[src/rtl/rf_pkg.sv]
package rf_pkg;
  localparam int WORD_W = 16;
  localparam int ADDR_W = 20;
  localparam int NBANK  = 2;
  localparam int NBREG  = 7;
  localparam int SEL_W  = 4;
  localparam int PORT_W = 2 * WORD_W;

  typedef enum logic [1:0] {
    SZ_LO   = 2'b00,
    SZ_HI   = 2'b01,
    SZ_WORD = 2'b10,
    SZ_PAIR = 2'b11
  } size_e;

  localparam logic [SEL_W-1:0] IX_SB   = 4'd7;
  localparam logic [SEL_W-1:0] IX_TBL  = 4'd8;
  localparam logic [SEL_W-1:0] IX_TBLH = 4'd9;
  localparam logic [SEL_W-1:0] IX_SP   = 4'd10;
  localparam logic [SEL_W-1:0] IX_USP  = 4'd11;
  localparam logic [SEL_W-1:0] IX_ISP  = 4'd12;
  localparam logic [SEL_W-1:0] IX_FLG  = 4'd13;
  localparam logic [SEL_W-1:0] IX_PC   = 4'd14;

  localparam int FB_BANK = 4;
  localparam int FB_STK  = 7;
  localparam logic [WORD_W-1:0] FLG_MASK = 16'h70FF;

  function automatic logic access_ok(logic [SEL_W-1:0] sel, size_e sz);
    case (sz)
      SZ_LO, SZ_HI: access_ok = (sel < 4'd2);
      SZ_WORD:      access_ok = (sel <= IX_FLG);
      default:      access_ok = (sel == 4'd0) || (sel == 4'd1) ||
                                (sel == IX_TBL) || (sel == IX_PC);
    endcase
  endfunction
endpackage

[src/rtl/rf_bank.sv]
module rf_bank
  import rf_pkg::*;
#(
  parameter int W = 16,
  parameter int N = 7
) (
  input  logic             clk,
  input  logic             rst,
  input  logic             we,
  input  logic [SEL_W-1:0] sel,
  input  size_e            sz,
  input  logic [2*W-1:0]   wd,
  output logic [N*W-1:0]   regs_flat
);
  localparam int HW = W / 2;

  logic [W-1:0] r [N];

  for (genvar i = 0; i < N; i++) begin : g_reg
    always_ff @(posedge clk) begin
      if (rst) begin
        r[i] <= '0;
      end else if (we) begin
        if (int'(sel) == i) begin
          case (sz)
            SZ_LO:   r[i][HW-1:0] <= wd[HW-1:0];
            SZ_HI:   r[i][W-1:HW] <= wd[HW-1:0];
            default: r[i]         <= wd[W-1:0];
          endcase
        end else if (sz == SZ_PAIR && int'(sel) + 2 == i) begin
          r[i] <= wd[2*W-1:W];
        end
      end
    end
    assign regs_flat[i*W +: W] = r[i];
  end
endmodule

[src/rtl/rf_sysregs.sv]
module rf_sysregs
  import rf_pkg::*;
#(
  parameter int W  = 16,
  parameter int AW = 20
) (
  input  logic             clk,
  input  logic             rst,
  input  logic             we,
  input  logic [SEL_W-1:0] sel,
  input  size_e            sz,
  input  logic [AW-1:0]    wd,
  output logic [AW-1:0]    pc,
  output logic [AW-1:0]    tbl,
  output logic [W-1:0]     usp,
  output logic [W-1:0]     isp,
  output logic [W-1:0]     sb,
  output logic [W-1:0]     flg
);
  localparam int TH = AW - W;

  always_ff @(posedge clk) begin
    if (rst) begin
      pc  <= '0;
      tbl <= '0;
      usp <= '0;
      isp <= '0;
      sb  <= '0;
      flg <= '0;
    end else if (we) begin
      case (sel)
        IX_SB:   sb <= wd[W-1:0];
        IX_TBL:  if (sz == SZ_PAIR) tbl <= wd;
                 else tbl[W-1:0] <= wd[W-1:0];
        IX_TBLH: tbl[AW-1:W] <= wd[TH-1:0];
        IX_SP:   if (flg[FB_STK]) usp <= wd[W-1:0];
                 else isp <= wd[W-1:0];
        IX_USP:  usp <= wd[W-1:0];
        IX_ISP:  isp <= wd[W-1:0];
        IX_FLG:  flg <= wd[W-1:0] & FLG_MASK;
        IX_PC:   pc  <= wd;
        default: ;
      endcase
    end
  end
endmodule

[src/rtl/rf_rdport.sv]
module rf_rdport
  import rf_pkg::*;
#(
  parameter int W  = 16,
  parameter int AW = 20,
  parameter int N  = 7
) (
  input  logic [SEL_W-1:0] sel,
  input  size_e            sz,
  input  logic [N*W-1:0]   bank_flat,
  input  logic [AW-1:0]    pc,
  input  logic [AW-1:0]    tbl,
  input  logic [W-1:0]     usp,
  input  logic [W-1:0]     isp,
  input  logic [W-1:0]     sb,
  input  logic [W-1:0]     flg,
  output logic [2*W-1:0]   data
);
  localparam int HW = W / 2;
  localparam int TH = AW - W;

  logic [W-1:0] lo_w;
  logic [W-1:0] hi_w;

  always_comb begin
    lo_w = '0;
    hi_w = '0;
    data = '0;
    if (int'(sel) < N) lo_w = bank_flat[int'(sel)*W +: W];
    if (sel < 4'd2)    hi_w = bank_flat[(int'(sel)+2)*W +: W];
    if (access_ok(sel, sz)) begin
      if (int'(sel) < N) begin
        case (sz)
          SZ_LO:   data[HW-1:0] = lo_w[HW-1:0];
          SZ_HI:   data[HW-1:0] = lo_w[W-1:HW];
          SZ_WORD: data[W-1:0]  = lo_w;
          default: data         = {hi_w, lo_w};
        endcase
      end else begin
        case (sel)
          IX_SB:   data[W-1:0]  = sb;
          IX_TBL:  if (sz == SZ_PAIR) data[AW-1:0] = tbl;
                   else data[W-1:0] = tbl[W-1:0];
          IX_TBLH: data[TH-1:0] = tbl[AW-1:W];
          IX_SP:   data[W-1:0]  = flg[FB_STK] ? usp : isp;
          IX_USP:  data[W-1:0]  = usp;
          IX_ISP:  data[W-1:0]  = isp;
          IX_FLG:  data[W-1:0]  = flg;
          IX_PC:   data[AW-1:0] = pc;
          default: data = '0;
        endcase
      end
    end
  end
endmodule

[src/rtl/cpu_regfile.sv]
module cpu_regfile
  import rf_pkg::*;
(
  input  logic              clk,
  input  logic              rst,
  input  logic              wr_en,
  input  logic [SEL_W-1:0]  wr_sel,
  input  logic [1:0]        wr_size,
  input  logic [PORT_W-1:0] wr_data,
  input  logic [SEL_W-1:0]  rd_a_sel,
  input  logic [1:0]        rd_a_size,
  output logic [PORT_W-1:0] rd_a_data,
  input  logic [SEL_W-1:0]  rd_b_sel,
  input  logic [1:0]        rd_b_size,
  output logic [PORT_W-1:0] rd_b_data
);
  localparam int BANK_BITS = NBREG * WORD_W;

  logic                 wr_ok;
  logic                 bsel;
  logic [BANK_BITS-1:0] bank_flat [NBANK];
  logic [BANK_BITS-1:0] act_flat;
  logic [ADDR_W-1:0]    pc_q, tbl_q;
  logic [WORD_W-1:0]    usp_q, isp_q, sb_q, flg_q;

  assign wr_ok    = wr_en && access_ok(wr_sel, size_e'(wr_size));
  assign bsel     = flg_q[FB_BANK];
  assign act_flat = bank_flat[bsel];

  for (genvar b = 0; b < NBANK; b++) begin : g_bank
    logic bank_we;
    assign bank_we = wr_ok && (int'(wr_sel) < NBREG) && (int'(bsel) == b);
    rf_bank #(.W(WORD_W), .N(NBREG)) u_bank (
      .clk(clk), .rst(rst), .we(bank_we), .sel(wr_sel),
      .sz(size_e'(wr_size)), .wd(wr_data), .regs_flat(bank_flat[b])
    );
  end

  rf_sysregs #(.W(WORD_W), .AW(ADDR_W)) u_sys (
    .clk(clk), .rst(rst), .we(wr_ok), .sel(wr_sel),
    .sz(size_e'(wr_size)), .wd(wr_data[ADDR_W-1:0]),
    .pc(pc_q), .tbl(tbl_q), .usp(usp_q), .isp(isp_q), .sb(sb_q), .flg(flg_q)
  );

  rf_rdport #(.W(WORD_W), .AW(ADDR_W), .N(NBREG)) u_rd_a (
    .sel(rd_a_sel), .sz(size_e'(rd_a_size)), .bank_flat(act_flat),
    .pc(pc_q), .tbl(tbl_q), .usp(usp_q), .isp(isp_q), .sb(sb_q), .flg(flg_q),
    .data(rd_a_data)
  );

  rf_rdport #(.W(WORD_W), .AW(ADDR_W), .N(NBREG)) u_rd_b (
    .sel(rd_b_sel), .sz(size_e'(rd_b_size)), .bank_flat(act_flat),
    .pc(pc_q), .tbl(tbl_q), .usp(usp_q), .isp(isp_q), .sb(sb_q), .flg(flg_q),
    .data(rd_b_data)
  );
endmodule

[config.mk]
export PLATFORM = sky130hd
export DESIGN_NAME = cpu_regfile
export DESIGN_NICKNAME = d
export VERILOG_FILES = /design/src/rtl/rf_pkg.sv /design/src/rtl/rf_bank.sv /design/src/rtl/rf_sysregs.sv /design/src/rtl/rf_rdport.sv /design/src/rtl/cpu_regfile.sv
export SDC_FILE = /design/constraint.sdc
export NUM_CORES = 1
export LEC_CHECK = 0
export ABC_CLOCK_PERIOD_IN_PS = 3700
export BUFFER_PORTS_ARGS = -buffer_cell sky130_fd_sc_hd__buf_4
export CORE_MARGIN = 2
export CORE_UTILIZATION = 56
export DETAILED_ROUTE_END_ITERATION = 6
export PLACE_DENSITY_LB_ADDON = 0.12
export SYNTH_ARGS = -nofsm -noshare
export SYNTH_HDL_FRONTEND = slang
export SYNTH_HIERARCHICAL = 1
export SYNTH_SLANG_ARGS = --single-unit
[constraint.sdc]
create_clock -name clk -period 3.7 [get_ports clk]
set_input_delay 0 -clock clk [delete_from_list [all_inputs] [get_ports clk]]
set_output_delay 0 -clock clk [all_outputs]
set_load 0.03 [all_outputs]
==> summary.txt <==
Setup path
  • CP cell instances: buf_4 > mux2_2 > mux2i_1 > o22ai_2 > a211oi_1 > a2111oi_1 > buf_4
  • CP Depth: 7
  • Worst path slowest cell: a211oi_1
  • Crit path kind: reg -> out
  • Cell count of the worst reg-to-reg path: 7
  • Critical path arrival: 3500 ps
  • Worst Path Required: 3700 ps
  • Largest fanout on the critical path: 20
  • Register-to-Register Setup Slack: 870 ps
  • Startpoint types: register
  • Buf/Inv on CP: 2
  • Crit-path leading delay family: compound AO/OA/AOI/OAI gates
  • Crit path top cell by count: buf_4
  • Crit end category: output port
  • Slowest cell delay on critical path: 750 ps

Synthesis
  • Netlist cell types: 95
  • Register area share after synthesis: 0.3901
  • Post-Syn Instances: 2239
  • Post-synthesis register bit count: 323
  • Mean area per synthesized cell: 9.970 sq um
  • Post-synth design cell area: 22320 sq um
  • EDFF count, synth: 224
  • Synth area leaders: edfxtp_1 (30%), dfxtp_1 (8.9%), mux2i_1 (5.0%)
  • Synth area leader: edfxtp_1
  • Top_reg_cell synth: edfxtp_1
  • Yosys warns: 6
  • Ys async rst share: 0
  • Yosys top cell area share: 0.3013

Clock tree
  • Worst-Skew Late Latency: 590 ps
  • CTS tree: done
  • Root Driver: clkbuf_16
  • # clock sinks: 323
  • CTS max path bufs: 3
  • Num CTS Buffers: 37
  • Clock transition at path regs: 70 ps
  • CTS HTree Levels: 2

Global route
  • Total grt overflow: 0
  • First-pass GRT wire length: 135200 microns
  • Vias in the first global route: 19920
  • Total Routing Usage GR: 0.4434
  • Met3 Use GR: 0.1248
  • Largest net degree at the start of global routing: 69
  • Initial antenna violation count: 3
  • Global routing usage on met2: 0.6775
  • M1 GR Usage: 0.5678
  • GRT busiest layer: met2

Floorplan
  • Die height: 203.7 microns
  • # rows: 73
  • Core area: 39550 sq um
  • Width of the chip: 203.7 microns
  • Die footprint: 41480 sq um
  • IO Count: 117
  • Starting Density: 0.5644

Place
  • DP HPWL: 63070 microns
  • GPL Wtd Cong: 1.019
  • Placed Area: 23300 sq um
  • Port Buf Inserts: 116
  • Placed Instances: 2756

Drt
  • Via density: 7.445
  • Post-DRT Antenna Nets: 0
  • TritonRoute pass-1 iters: 7
  • Drt total wl: 93780 microns
  • Vias: 21240
  • Detailed-route DRC error count: 8
  • Avg WL per Cell: 32.87 microns
  • 1st-iter DRT viols: 3302

Timing
  • Hold Slack: 90.67 ps
  • Worst-Margin Slew: 1231 ps
  • Final hold viol count: 0
  • Worst Skew: 17.25 ps
  • Setup TNS: 0 ps
  • Slew headroom: 0.1706
  • RSZ-0062 raised after global routing: no
  • Max Freq: 0.2855 GHz
  • Slew Limit Fails: 0
  • # setup viols final: 0
  • Min Tclk post-route: 3503 ps
  • Tcrit/Tclk final: 0.9466

Finish
  • Multi-input gate area: 12320 sq um
  • Register area: 8712 sq um
  • Post-Layout Cell Count: 2853
  • Cell area after layout: 24810 sq um
  • Area Overhead vs Synth: 11.15%
  • Final nets: 2357
  • Share of cells above drive strength 1: 0.2024
  • Fill cell count: 3324

Power and ir drop
  • Pwr Density: 373.5 nW/um^2
  • Leakage power: 8.903 nW
  • Max rail drop VDD: 0.4068 mV

Min path
  • Hold Path Class: in -> reg
  • Hold path cells: 4

Outcome
  • Violated checks: DRC
  • Status: complete, but fails checks

Job
  • Total of max-cap violations: 0
==> stage by stage <==
step,power [mW],utilization,setup WS (ps)
finish,9.268,0.6274,197.4
global route,9.448,0.6274,135.2
CTS,9.192,0.6273,311.6
detailed placement,5.569,0.5892,636.0
global placement,5.555,0.5892,755.1
floorplan,4.951,-,905.9
==> sequential cells by signal (all words and copies together) (netlist names) <==
register / flops
u_sys/pc: 20
u_sys/usp: 16
u_sys/flg: 11
u_sys/tbl: 20
g_bank.u_bank/r: 224
u_sys/isp: 16
u_sys/sb: 16
==> cells by family (layout without fill, tap and decap cells) <==
family / count (synthesis) / after routing / synth area share
other: 1 / 6 / 0.0001680
XOR/XNOR: 2 / 2 / 0.001626
AND/OR/NAND/NOR: 546 / 546 / 0.1378
buffers and inverters: 234 / 318 / 0.05891
AO/OA/AOI/OAI: 879 / 879 / 0.2796
adder cells (fa/ha/maj): 2 / 2 / 0.001121
flip-flops: 323 / 323 / 0.3901
multiplexers: 252 / 252 / 0.1306
==> tightest hold or removal path: cells and delay by family <==
family | cells | cell delay, ps
and+or+nand+nor | 1 | 80
AOI/OAI and AO/OA | 1 | 80
buffers and inverters | 2 | 370
==> final cells by class <==
cell class | count | area share
Antenna cell | 1 | 0.0001009
Clock buffer | 48 | 0.04059
Clock inverter | 16 | 0.007211
Inverter | 21 | 0.003177
Multi-Input combinational cell | 1686 | 0.4966
Sequential cell | 323 | 0.3511
Tap cell | 525 | 0.02647
Timing Repair Buffer | 233 | 0.07473
==> cell usage after synthesis, types with 12 or more instances <==
cell / instances
o22ai_1: 42
a22o_1: 122
buf_4: 25
a211o_1: 16
a32o_1: 28
a21oi_1: 175
edfxtp_1: 224
nor3_1: 34
o21a_1: 12
nand2_1: 108
mux2i_1: 112
a311o_1: 13
buf_2: 65
a22oi_1: 80
a31oi_1: 21
o21ai_0: 148
a221o_1: 42
mux2_2: 82
mux2_4: 58
dfxtp_1: 99
o2bb2ai_1: 14
inv_1: 21
buf_6: 31
nand2b_1: 47
a21o_1: 33
nor2_1: 128
nor2b_1: 19
a211oi_1: 39
o21ai_1: 13
nand3_1: 96
clkbuf_1: 85
==> per-layer routing <==
metal	up-vias	part of all wire
met5	-	0
met4	0	0.063
met2	1756	0.44
met1	10130	0.36
li1	8950	-
met3	410	0.13
==> cells in the final DEF (no fill, tap or decap), types with 9 or more instances in the layout <==
cell | synthesis | routed
o21a_1 | 12 | 12
a22oi_1 | 80 | 80
o21ai_1 | 13 | 13
a211o_1 | 16 | 16
nor2b_1 | 19 | 19
a21oi_1 | 175 | 173
edfxtp_1 | 224 | 224
nand3_1 | 96 | 96
inv_1 | 21 | 21
a221o_1 | 42 | 42
a21o_1 | 33 | 33
a211oi_1 | 39 | 39
o22ai_1 | 42 | 42
nand2_1 | 108 | 108
o2bb2ai_1 | 14 | 14
dlygate4sd3_1 | 0 | 32
mux2i_1 | 112 | 112
nor2_1 | 128 | 128
nor2_2 | 10 | 10
clkbuf_16 | 0 | 37
dfxtp_1 | 99 | 98
buf_4 | 25 | 199
nor3_1 | 34 | 34
nand2b_1 | 47 | 47
a32o_1 | 28 | 28
a22o_1 | 122 | 122
o21ai_0 | 148 | 148
a31oi_1 | 21 | 21
a311o_1 | 13 | 13
a32oi_1 | 10 | 10
nand3b_1 | 9 | 9
mux2_4 | 58 | 58
mux2_2 | 82 | 82
==> final timing paths <==
path | startpoint | to
max | u_sys/flg[4] | rd_b_data[0]
min | rst | g_bank[1].u_bank/r[2][15]
max reg2reg | u_sys/flg[4] | g_bank[0].u_bank/r[1][9]
min reg2reg | u_sys/sb[6] | u_sys/sb[6]
==> timing repair <==
| item | 4_1_cts | 5_1_grt |
|---|---|---|
| setup buffers | 0 | 0 |
| gates resized for setup | 0 | 0 |
| endpoints found under the hold margin | 304 | 0 |
| hold buffers | 32 | 0 |
==> power breakdown <==
group / leakage, nW / total [mW] / switching, mW / internal [mW]
Sequential: 3.02 / 4.02 / 0.0565 / 3.97
Clock: 0.582 / 3.66 / 1.59 / 2.08
Combinational: 5.30 / 1.58 / 1.10 / 0.476
Total: 8.90 / 9.27 / 2.75 / 6.52
Power figures use the tool's default switching activity.
